$ cat config.mk
export PLATFORM = sky130hd
export DESIGN_NAME = branch_anomaly_mon
export DESIGN_NICKNAME = d
export VERILOG_FILES = /design/src/rtl/brm_pkg.sv /design/src/rtl/brm_regs.sv /design/src/rtl/brm_window.sv /design/src/rtl/brm_evt_counter.sv /design/src/rtl/branch_anomaly_mon.sv
export SDC_FILE = /design/constraint.sdc
export NUM_CORES = 1
export LEC_CHECK = 0
export ABC_AREA = 1
export ABC_CLOCK_PERIOD_IN_PS = 3820
export BUFFER_PORTS_ARGS = -buffer_cell sky130_fd_sc_hd__buf_2
export CORE_ASPECT_RATIO = 1.1
export CORE_MARGIN = 4
export CORE_UTILIZATION = 45
export CTS_CLUSTER_DIAMETER = 200
export DETAILED_ROUTE_END_ITERATION = 12
export PLACE_DENSITY = 0.72
export SLEW_MARGIN = 10
export SYNTH_ARGS = -nofsm -noshare
export SYNTH_HDL_FRONTEND = slang
export SYNTH_SLANG_ARGS = --single-unit
$ cat constraint.sdc
create_clock -name clk -period 3.82 [get_ports clk]
set_input_delay 0.573 -clock clk [delete_from_list [all_inputs] [get_ports clk]]
set_output_delay 0.573 -clock clk [all_outputs]
set_load 0.05 [all_outputs]
$ cat src/rtl/brm_pkg.sv
package brm_pkg;
  localparam int REG_W    = 64;
  localparam int NUM_EVT  = 6;
  localparam int SEL_W    = 3;
  localparam int NUM_SLOT = 4;

  // register addresses
  localparam int CTRL_ADDR = 0;
  localparam int STAT_ADDR = 1;
  localparam int CFG_BASE  = 2;

  // control word fields
  localparam int CTRL_EN_LSB  = 0;
  localparam int CTRL_WIN_LSB = 8;
  localparam int CTRL_AND_BIT = 26;

  // counter configuration fields
  localparam int CFG_EN_BIT  = 0;
  localparam int CFG_SEL_LSB = 1;
  localparam int CFG_THR_LSB = 8;

  // status word fields
  localparam int ST_EVT_BIT = 0;
  localparam int ST_HIT_LSB = 8;
  localparam int ST_WIN_LSB = 16;
  localparam int ST_CNT_LSB = 32;
endpackage

$ cat src/rtl/brm_regs.sv
module brm_regs import brm_pkg::*; #(
  parameter int NUM_CNT = 2,
  parameter int WIN_W   = 10,
  parameter int THR_W   = 7,
  parameter int ADDR_W  = 2
) (
  input  logic                          clk,
  input  logic                          rst_n,
  input  logic                          we,
  input  logic [ADDR_W-1:0]             addr,
  input  logic [REG_W-1:0]              wdata,
  output logic                          unit_on,
  output logic                          and_mode,
  output logic [WIN_W-1:0]              win_size,
  output logic [NUM_CNT-1:0]            cnt_en,
  output logic [NUM_CNT-1:0][SEL_W-1:0] cnt_sel,
  output logic [NUM_CNT-1:0][THR_W-1:0] cnt_thr,
  output logic [REG_W-1:0]              ctrl_word,
  output logic [NUM_CNT-1:0][REG_W-1:0] cfg_word
);
  logic             unused_wdata;
  logic             ctrl_we;
  logic [1:0]       en_q, en_d;
  logic             and_q, and_d;
  logic [WIN_W-1:0] size_q, size_d;

  assign unused_wdata = ^wdata;
  assign ctrl_we      = we && (addr == ADDR_W'(CTRL_ADDR));

  always_comb begin
    en_d   = en_q;
    and_d  = and_q;
    size_d = size_q;
    if (ctrl_we) begin
      en_d   = wdata[CTRL_EN_LSB +: 2];
      and_d  = wdata[CTRL_AND_BIT];
      size_d = wdata[CTRL_WIN_LSB +: WIN_W];
    end
  end

  always_ff @(posedge clk or negedge rst_n) begin
    if (!rst_n) begin
      en_q   <= '0;
      and_q  <= 1'b0;
      size_q <= '0;
    end else if (ctrl_we) begin
      en_q   <= en_d;
      and_q  <= and_d;
      size_q <= size_d;
    end
  end

  assign unit_on  = &en_q;
  assign and_mode = and_q;
  assign win_size = size_q;

  always_comb begin
    ctrl_word = '0;
    ctrl_word[CTRL_EN_LSB +: 2]      = en_q;
    ctrl_word[CTRL_AND_BIT]          = and_q;
    ctrl_word[CTRL_WIN_LSB +: WIN_W] = size_q;
  end

  for (genvar i = 0; i < NUM_CNT; i++) begin : g_cfg
    logic             cfg_we;
    logic             en_q_i, en_d_i;
    logic [SEL_W-1:0] sel_q_i, sel_d_i;
    logic [THR_W-1:0] thr_q_i, thr_d_i;

    assign cfg_we = we && (addr == ADDR_W'(CFG_BASE + i));

    always_comb begin
      en_d_i  = en_q_i;
      sel_d_i = sel_q_i;
      thr_d_i = thr_q_i;
      if (cfg_we) begin
        en_d_i  = wdata[CFG_EN_BIT];
        sel_d_i = wdata[CFG_SEL_LSB +: SEL_W];
        thr_d_i = wdata[CFG_THR_LSB +: THR_W];
      end
    end

    always_ff @(posedge clk or negedge rst_n) begin
      if (!rst_n) begin
        en_q_i  <= 1'b0;
        sel_q_i <= '0;
        thr_q_i <= '0;
      end else if (cfg_we) begin
        en_q_i  <= en_d_i;
        sel_q_i <= sel_d_i;
        thr_q_i <= thr_d_i;
      end
    end

    assign cnt_en[i]  = en_q_i;
    assign cnt_sel[i] = sel_q_i;
    assign cnt_thr[i] = thr_q_i;

    always_comb begin
      cfg_word[i] = '0;
      cfg_word[i][CFG_EN_BIT]              = en_q_i;
      cfg_word[i][CFG_SEL_LSB +: SEL_W]    = sel_q_i;
      cfg_word[i][CFG_THR_LSB +: THR_W]    = thr_q_i;
    end
  end
endmodule

$ cat src/rtl/brm_window.sv
module brm_window #(
  parameter int WIN_W = 10
) (
  input  logic             clk,
  input  logic             rst_n,
  input  logic             load,
  input  logic [WIN_W-1:0] load_win,
  input  logic             run_ok,
  input  logic             retire,
  input  logic [WIN_W-1:0] size,
  output logic [WIN_W-1:0] win,
  output logic             roll
);
  logic [WIN_W-1:0] win_q, win_d;
  logic             step;

  assign roll = run_ok && (win_q >= size);
  assign step = run_ok && retire;

  always_comb begin
    win_d = win_q;
    if (load)      win_d = load_win;
    else if (roll) win_d = '0;
    else if (step) win_d = win_q + 1'b1;
  end

  always_ff @(posedge clk or negedge rst_n) begin
    if (!rst_n)                     win_q <= '0;
    else if (load || roll || step)  win_q <= win_d;
  end

  assign win = win_q;

  // the window moves by at most one instruction per cycle
  p_win_step_r3: assert property (@(posedge clk) disable iff (!rst_n)
    !load |=> (win_q == '0 || win_q == $past(win_q) || win_q == $past(win_q) + 1'b1));

  // a stopped unit leaves the window where it is
  p_win_idle_r3: assert property (@(posedge clk) disable iff (!rst_n)
    (!load && !run_ok) |=> $stable(win_q));

  // reaching the size starts a fresh window
  p_win_roll_r4: assert property (@(posedge clk) disable iff (!rst_n)
    (roll && !load) |=> (win_q == '0));
endmodule

$ cat src/rtl/brm_evt_counter.sv
module brm_evt_counter import brm_pkg::*; #(
  parameter int CNT_W = 8,
  parameter int THR_W = 7
) (
  input  logic               clk,
  input  logic               rst_n,
  input  logic               load,
  input  logic [CNT_W-1:0]   load_cnt,
  input  logic               load_hit,
  input  logic               run,
  input  logic               clr,
  input  logic               en,
  input  logic [SEL_W-1:0]   sel,
  input  logic [THR_W-1:0]   thr,
  input  logic [NUM_EVT-1:0] evt_stb,
  output logic [CNT_W-1:0]   cnt,
  output logic               hit,
  output logic               hit_next
);
  localparam int PAD_W = 1 << SEL_W;

  logic [PAD_W-1:0] evt_pad;
  logic             evt_sel;
  logic             bump;
  logic [CNT_W-1:0] cnt_q, cnt_d;
  logic             hit_q, hit_d;

  // codes beyond the last event land on zero padding
  assign evt_pad = PAD_W'(evt_stb);
  assign evt_sel = evt_pad[sel];
  assign bump    = run && en && evt_sel && (cnt_q != '1);

  always_comb begin
    cnt_d = cnt_q;
    hit_d = hit_q;
    if (load) begin
      cnt_d = load_cnt;
      hit_d = load_hit;
    end else if (clr) begin
      cnt_d = '0;
      hit_d = 1'b0;
    end else if (run) begin
      if (bump) cnt_d = cnt_q + 1'b1;
      if (en && (cnt_d >= CNT_W'(thr))) hit_d = 1'b1;
    end
  end

  always_ff @(posedge clk or negedge rst_n) begin
    if (!rst_n) begin
      cnt_q <= '0;
      hit_q <= 1'b0;
    end else if (load || clr || run) begin
      cnt_q <= cnt_d;
      hit_q <= hit_d;
    end
  end

  assign cnt      = cnt_q;
  assign hit      = hit_q;
  assign hit_next = hit_d;

  // counting proceeds by single steps
  p_cnt_step_r5: assert property (@(posedge clk) disable iff (!rst_n)
    !load |=> (cnt_q == '0 || cnt_q == $past(cnt_q) || cnt_q == $past(cnt_q) + 1'b1));

  // a full counter never wraps
  p_cnt_sat_r6: assert property (@(posedge clk) disable iff (!rst_n)
    (cnt_q == '1 && !load && !clr) |=> (cnt_q == '1));

  // a hit stays recorded for the rest of the window
  p_hit_sticky_r7: assert property (@(posedge clk) disable iff (!rst_n)
    (hit_q && !load && !clr) |=> hit_q);

  // a disabled counter keeps its value
  p_off_hold_r12: assert property (@(posedge clk) disable iff (!rst_n)
    (!en && !load && !clr) |=> $stable(cnt_q));
endmodule

$ cat src/rtl/branch_anomaly_mon.sv
module branch_anomaly_mon import brm_pkg::*; #(
  parameter int NUM_CNT = 2,
  parameter int WIN_W   = 10,
  parameter int CNT_W   = 8,
  parameter int THR_W   = 7,
  localparam int ADDR_W = $clog2(CFG_BASE + NUM_CNT)
) (
  input  logic               clk,
  input  logic               rst_n,
  input  logic               reg_we,
  input  logic [ADDR_W-1:0]  reg_addr,
  input  logic [REG_W-1:0]   reg_wdata,
  output logic [REG_W-1:0]   reg_rdata,
  input  logic               retire_stb,
  input  logic [NUM_EVT-1:0] evt_stb,
  output logic               irq
);
  // reset: asserted at once, released on the clock
  logic [1:0] rst_pipe;
  logic       rst_sync;

  always_ff @(posedge clk or negedge rst_n) begin
    if (!rst_n) rst_pipe <= '0;
    else        rst_pipe <= {rst_pipe[0], 1'b1};
  end
  assign rst_sync = rst_pipe[1];

  logic                          unit_on, and_mode;
  logic [WIN_W-1:0]              win_size, win;
  logic [NUM_CNT-1:0]            cnt_en, hit, hit_next;
  logic [NUM_CNT-1:0][SEL_W-1:0] cnt_sel;
  logic [NUM_CNT-1:0][THR_W-1:0] cnt_thr;
  logic [NUM_CNT-1:0][CNT_W-1:0] cnt;
  logic [REG_W-1:0]              ctrl_word, status_word;
  logic [NUM_CNT-1:0][REG_W-1:0] cfg_word;
  logic                          stat_we, active, roll, run, clr;
  logic                          evt_q, evt_d, evt_eval;

  assign stat_we = reg_we && (reg_addr == ADDR_W'(STAT_ADDR));

  brm_regs #(
    .NUM_CNT(NUM_CNT), .WIN_W(WIN_W), .THR_W(THR_W), .ADDR_W(ADDR_W)
  ) u_regs (
    .clk      (clk),
    .rst_n    (rst_sync),
    .we       (reg_we),
    .addr     (reg_addr),
    .wdata    (reg_wdata),
    .unit_on  (unit_on),
    .and_mode (and_mode),
    .win_size (win_size),
    .cnt_en   (cnt_en),
    .cnt_sel  (cnt_sel),
    .cnt_thr  (cnt_thr),
    .ctrl_word(ctrl_word),
    .cfg_word (cfg_word)
  );

  // a pending detection freezes all monitoring state
  assign active = unit_on && !evt_q;

  brm_window #(.WIN_W(WIN_W)) u_window (
    .clk     (clk),
    .rst_n   (rst_sync),
    .load    (stat_we),
    .load_win(reg_wdata[ST_WIN_LSB +: WIN_W]),
    .run_ok  (active),
    .retire  (retire_stb),
    .size    (win_size),
    .win     (win),
    .roll    (roll)
  );

  assign run = active && !roll;
  assign clr = roll;

  for (genvar i = 0; i < NUM_CNT; i++) begin : g_cnt
    brm_evt_counter #(.CNT_W(CNT_W), .THR_W(THR_W)) u_cnt (
      .clk     (clk),
      .rst_n   (rst_sync),
      .load    (stat_we),
      .load_cnt(reg_wdata[ST_CNT_LSB + i*CNT_W +: CNT_W]),
      .load_hit(reg_wdata[ST_HIT_LSB + i]),
      .run     (run),
      .clr     (clr),
      .en      (cnt_en[i]),
      .sel     (cnt_sel[i]),
      .thr     (cnt_thr[i]),
      .evt_stb (evt_stb),
      .cnt     (cnt[i]),
      .hit     (hit[i]),
      .hit_next(hit_next[i])
    );
  end

  // detection: any enabled hit, or all enabled counters in the both-counters mode
  always_comb begin
    if (and_mode) evt_eval = (|cnt_en) && ((hit_next & cnt_en) == cnt_en);
    else          evt_eval = |(hit_next & cnt_en);
  end

  always_comb begin
    evt_d = evt_q;
    if (stat_we)  evt_d = reg_wdata[ST_EVT_BIT];
    else if (run) evt_d = evt_eval;
  end

  always_ff @(posedge clk or negedge rst_sync) begin
    if (!rst_sync)            evt_q <= 1'b0;
    else if (stat_we || run)  evt_q <= evt_d;
  end

  assign irq = evt_q;

  always_comb begin
    status_word = '0;
    status_word[ST_EVT_BIT]          = evt_q;
    status_word[ST_WIN_LSB +: WIN_W] = win;
    for (int i = 0; i < NUM_CNT; i++) begin
      status_word[ST_HIT_LSB + i]                 = hit[i];
      status_word[ST_CNT_LSB + i*CNT_W +: CNT_W] = cnt[i];
    end
  end

  always_comb begin
    reg_rdata = '0;
    if (reg_addr == ADDR_W'(CTRL_ADDR))      reg_rdata = ctrl_word;
    else if (reg_addr == ADDR_W'(STAT_ADDR)) reg_rdata = status_word;
    else begin
      for (int i = 0; i < NUM_CNT; i++)
        if (reg_addr == ADDR_W'(CFG_BASE + i)) reg_rdata = cfg_word[i];
    end
  end

  // a pending detection holds every status field
  p_frozen_r10: assert property (@(posedge clk) disable iff (!rst_sync)
    (irq && !stat_we) |=> $stable(status_word));

  // a disabled unit holds every status field
  p_unit_off_r3: assert property (@(posedge clk) disable iff (!rst_sync)
    (!unit_on && !stat_we) |=> $stable(status_word));

  // the interrupt only rises out of a hit or a status load
  p_irq_cause_r8: assert property (@(posedge clk) disable iff (!rst_sync)
    ($rose(irq) && !$past(stat_we)) |-> (|hit));

  // only a status write lowers the interrupt
  p_irq_hold_r10: assert property (@(posedge clk) disable iff (!rst_sync)
    (irq && !stat_we) |=> irq);
endmodule

==> impl_metrics.json <==
{
  "syn_inst": 630,
  "critPathSlowestCell": "dfrtp_1",
  "start_util": 0.460,
  "place_ws_ns": 0.444,
  "max_freq_ghz": 0.299,
  "pwr-share-clk": 0.216,
  "slowest_delay_ns": 0.38,
  "antenna_found_initial": 1,
  "syn_area_um2": 4550,
  "grt_usage": 0.203,
  "synth_cell_types": 37,
  "grt_pass1_vias": 4217,
  "startpoint_type": "register",
  "hold_start": "rst_pipe[0]",
  "min_path_cells": 0,
  "layout-drive-gt1-share": 0.182,
  "ys.warnings.count": 0,
  "setup_ws_ns": 0.472,
  "numCtsBuffers": 9,
  "timing.setup.tns_ns": 0,
  "dp.cells": 827,
  "drt-total-wl_um": 11800,
  "stdcell_count": 844,
  "vias": 4226,
  "yosysSeqAreaShare": 0.363,
  "cts_setup_buffers": 0,
  "path_max_fanout": 9,
  "drc": 0,
  "cellLeakagePower_nw": 2.89,
  "dieArea_um2": 11800,
  "fin_worst_skew_ns": 0.00992,
  "num_antenna_cells": 0,
  "grt_pass1_wl_um": 19400,
  "nets": 822,
  "yosys.area.top_type": "dfrtp_1",
  "insertion_delay_ns": 0.35,
  "place.gp.congestion": 0.912,
  "die_w_um": 104,
  "max-cap-violations": 0,
  "p_comb_frac": 0.418,
  "finalHoldViolCount": 0,
  "via_per_inst": 5.01,
  "clk_path_buf_depth": 2,
  "netSwitchingPower_w": 0.00121,
  "core_area_um2": 9890,
  "peakVddDrop_uv": 245,
  "finalSetupViolations": 0,
  "r2r_end": "irq",
  "power.density_nw_per_um2": 533,
  "critPathCaptureType": "register",
  "arrival_ns": 3.57,
  "stdcell_area_um2": 5230,
  "worst_pin_slew_ns": 1.04,
  "slew_headroom": 0.310,
  "cts_max_level": 3,
  "syn_avg_cell_area_um2": 7.22,
  "path_class": "reg -> reg",
  "synth_top_area_frac": 0.363,
  "grt_max_degree": 48,
  "avgRoutedWirePerCell_um": 13.9,
  "synth-seq-cells": 66,
  "r2r_start": "u_regs.win_size[5]",
  "drv_slew": 0,
  "sw_frac_of_total": 0.435,
  "pin_count": 141,
  "grt_overflow_total": 0,
  "cts.sinks": 66,
  "cts_root_buf": "clkbuf_8",
  "drt_first_pass_iters": 5,
  "dp_hpwl_um": 9100,
  "antenna_left": 0,
  "clkTransAtPathRegs_ns": 0.06,
  "die_y_um": 113,
  "seqPwrFrac": 0.366,
  "r2r_cells": 30,
  "rsz0062_at_grt": "false",
  "hold_path_end": "rst_pipe[1]",
  "cp.required_ns": 4.05,
  "port_buffers": 90,
  "areaGrowthSynthToFinish_pct": 14.9,
  "cpMostUsedCell": "nand2_1",
  "fin_crit_ns": 3.35,
  "cts_tree": "built",
  "fin_crit_sh": 0.877,
  "power.internal_w": 0.00157,
  "r2r_setup_slack_ns": 0.47,
  "synthTopCellsByArea": "dfrtp_1 36%, nand2_1 14%, inv_1 8.8%, ha_1 7.4%, o21ai_0 4.8%",
  "rows": 38,
  "drtIter0Drc": 234,
  "place_area_um2": 5020,
  "holdCritPathClass": "reg -> reg",
  "status": "finished clean"
}
## power groups by stage
stage / sequential, W / combinational (W) / clock [W]
2_1_floorplan: 0.000992 / 0.000932 / 0
3_3_place_gp: 0.00102 / 0.00112 / 0
3_5_place_dp: 0.00103 / 0.00116 / 0
4_1_cts: 0.00102 / 0.00117 / 0.000614
5_1_grt: 0.00104 / 0.00132 / 0.000646
6_report: 0.00102 / 0.00116 / 0.000602
## cell type report
class | count | area (µm²)
sequential | 66 | 1650
multi-input combinational | 430 | 2300
clock inverter | 2 | 35.0
tap | 120 | 150
timing repair buffer | 95 | 490
clock buffer | 14 | 163
inverter | 117 | 439
fill | 966 | 4660
## layer usage
metal  wire length, µm  vias to the layer above  track usage  part of all wire
met5                13                        -            0            0.0011
met4               463                        2        0.104             0.039
met3               695                       36       0.0402             0.059
met2              5530                      150        0.343              0.47
met1              5060                     1936        0.248              0.43
li1                  -                     2102            -                 -
## sequential cells by signal, summed over array words and instances (netlist names)
register,cells
u_regs.and_mode,1
u_regs.g_cfg.sel_q_i,6
irq,1
g_cnt.u_cnt.cnt,16
u_regs.en_q,2
g_cnt.u_cnt.hit,2
u_regs.g_cfg.thr_q_i,14
u_regs.g_cfg.en_q_i,2
u_regs.win_size,10
u_window.win,10
rst_pipe,2
## how the worst max path moves through the flow
stage                                  start  end  slack, ns
after global routing      u_regs.win_size[5]  irq       0.05
final                     u_regs.win_size[5]  irq       0.47
after CTS                 u_regs.win_size[5]  irq       0.43
after detailed placement  u_regs.win_size[5]  irq       0.44
after global placement    u_regs.win_size[5]  irq       0.57
after floorplan              u_window.win[9]  irq       0.92
## per-stage QoR
step	hold slack (ns)	utilization	total power, W
floorplan	0.277	-	0.00192
global placement	0.337	0.508	0.00214
detailed placement	0.343	0.508	0.00219
CTS	0.359	0.529	0.00280
global route	0.372	0.529	0.00301
finish	0.354	0.529	0.00279
## placed cells by master (no fill, tap or decap), types with 2 or more instances in the layout
cell       Yosys  routed
dfrtp_1       66      65
nand2_1      167     167
o21ai_1        9       9
nor3_1         5       5
nor2_4         3       3
buf_4         25       4
o221ai_1       6       6
nand3_4        3       3
a31oi_1        3       3
buf_2          2      90
ha_1          27      27
o22ai_1        6       6
nor2_1        54      54
inv_2          9       9
a21oi_1        8       8
o31ai_1       15      15
conb_1         2      26
clkbuf_8       0      11
nand2_2        2       2
xor2_1        17      17
o21ai_0       44      44
inv_1        107     107
nand3_1       21      21
nor2_2         2       2
clkbuf_1      11       3
o2111ai_1      2       2
## synthesized netlist by cell type, drive strengths merged
cell type	n
nand3b	1
buf	30
nor2	60
nor4	2
conb	2
o21ai	54
nor3	6
a31oi	3
dfrtp	66
xor2	17
o221ai	6
o22ai	6
nand4	1
nand2	169
ha	27
nand3	25
clkinv	1
o2111ai	2
o31ai	15
clkbuf	11
a21oi	8
xnor2	1
a21o	1
inv	116
## critical path, delay by kind of cell, from the launching register on
kind,cells,cell delay [ns]
AND/OR/NAND/NOR,24,1.83
adder cells (fa/ha/maj),2,0.58
flip-flops,1,0.38
XOR/XNOR,1,0.26
buffers and inverters,3,0.18
## timing repair
item / CTS / global route
hold buffers: 1 / 0
gates resized for setup: 0 / 0
endpoints found under the hold margin: 2 / 0
## cells by family after synthesis
family,synth area share
XOR/XNOR,0.0347
AO/OA/AOI/OAI,0.123
buffers and inverters,0.152
adder cells (fa/ha/maj),0.0743
flip-flops,0.363
other,0.00165
AND/OR/NAND/NOR,0.251
(Power assumes the default switching activity.)
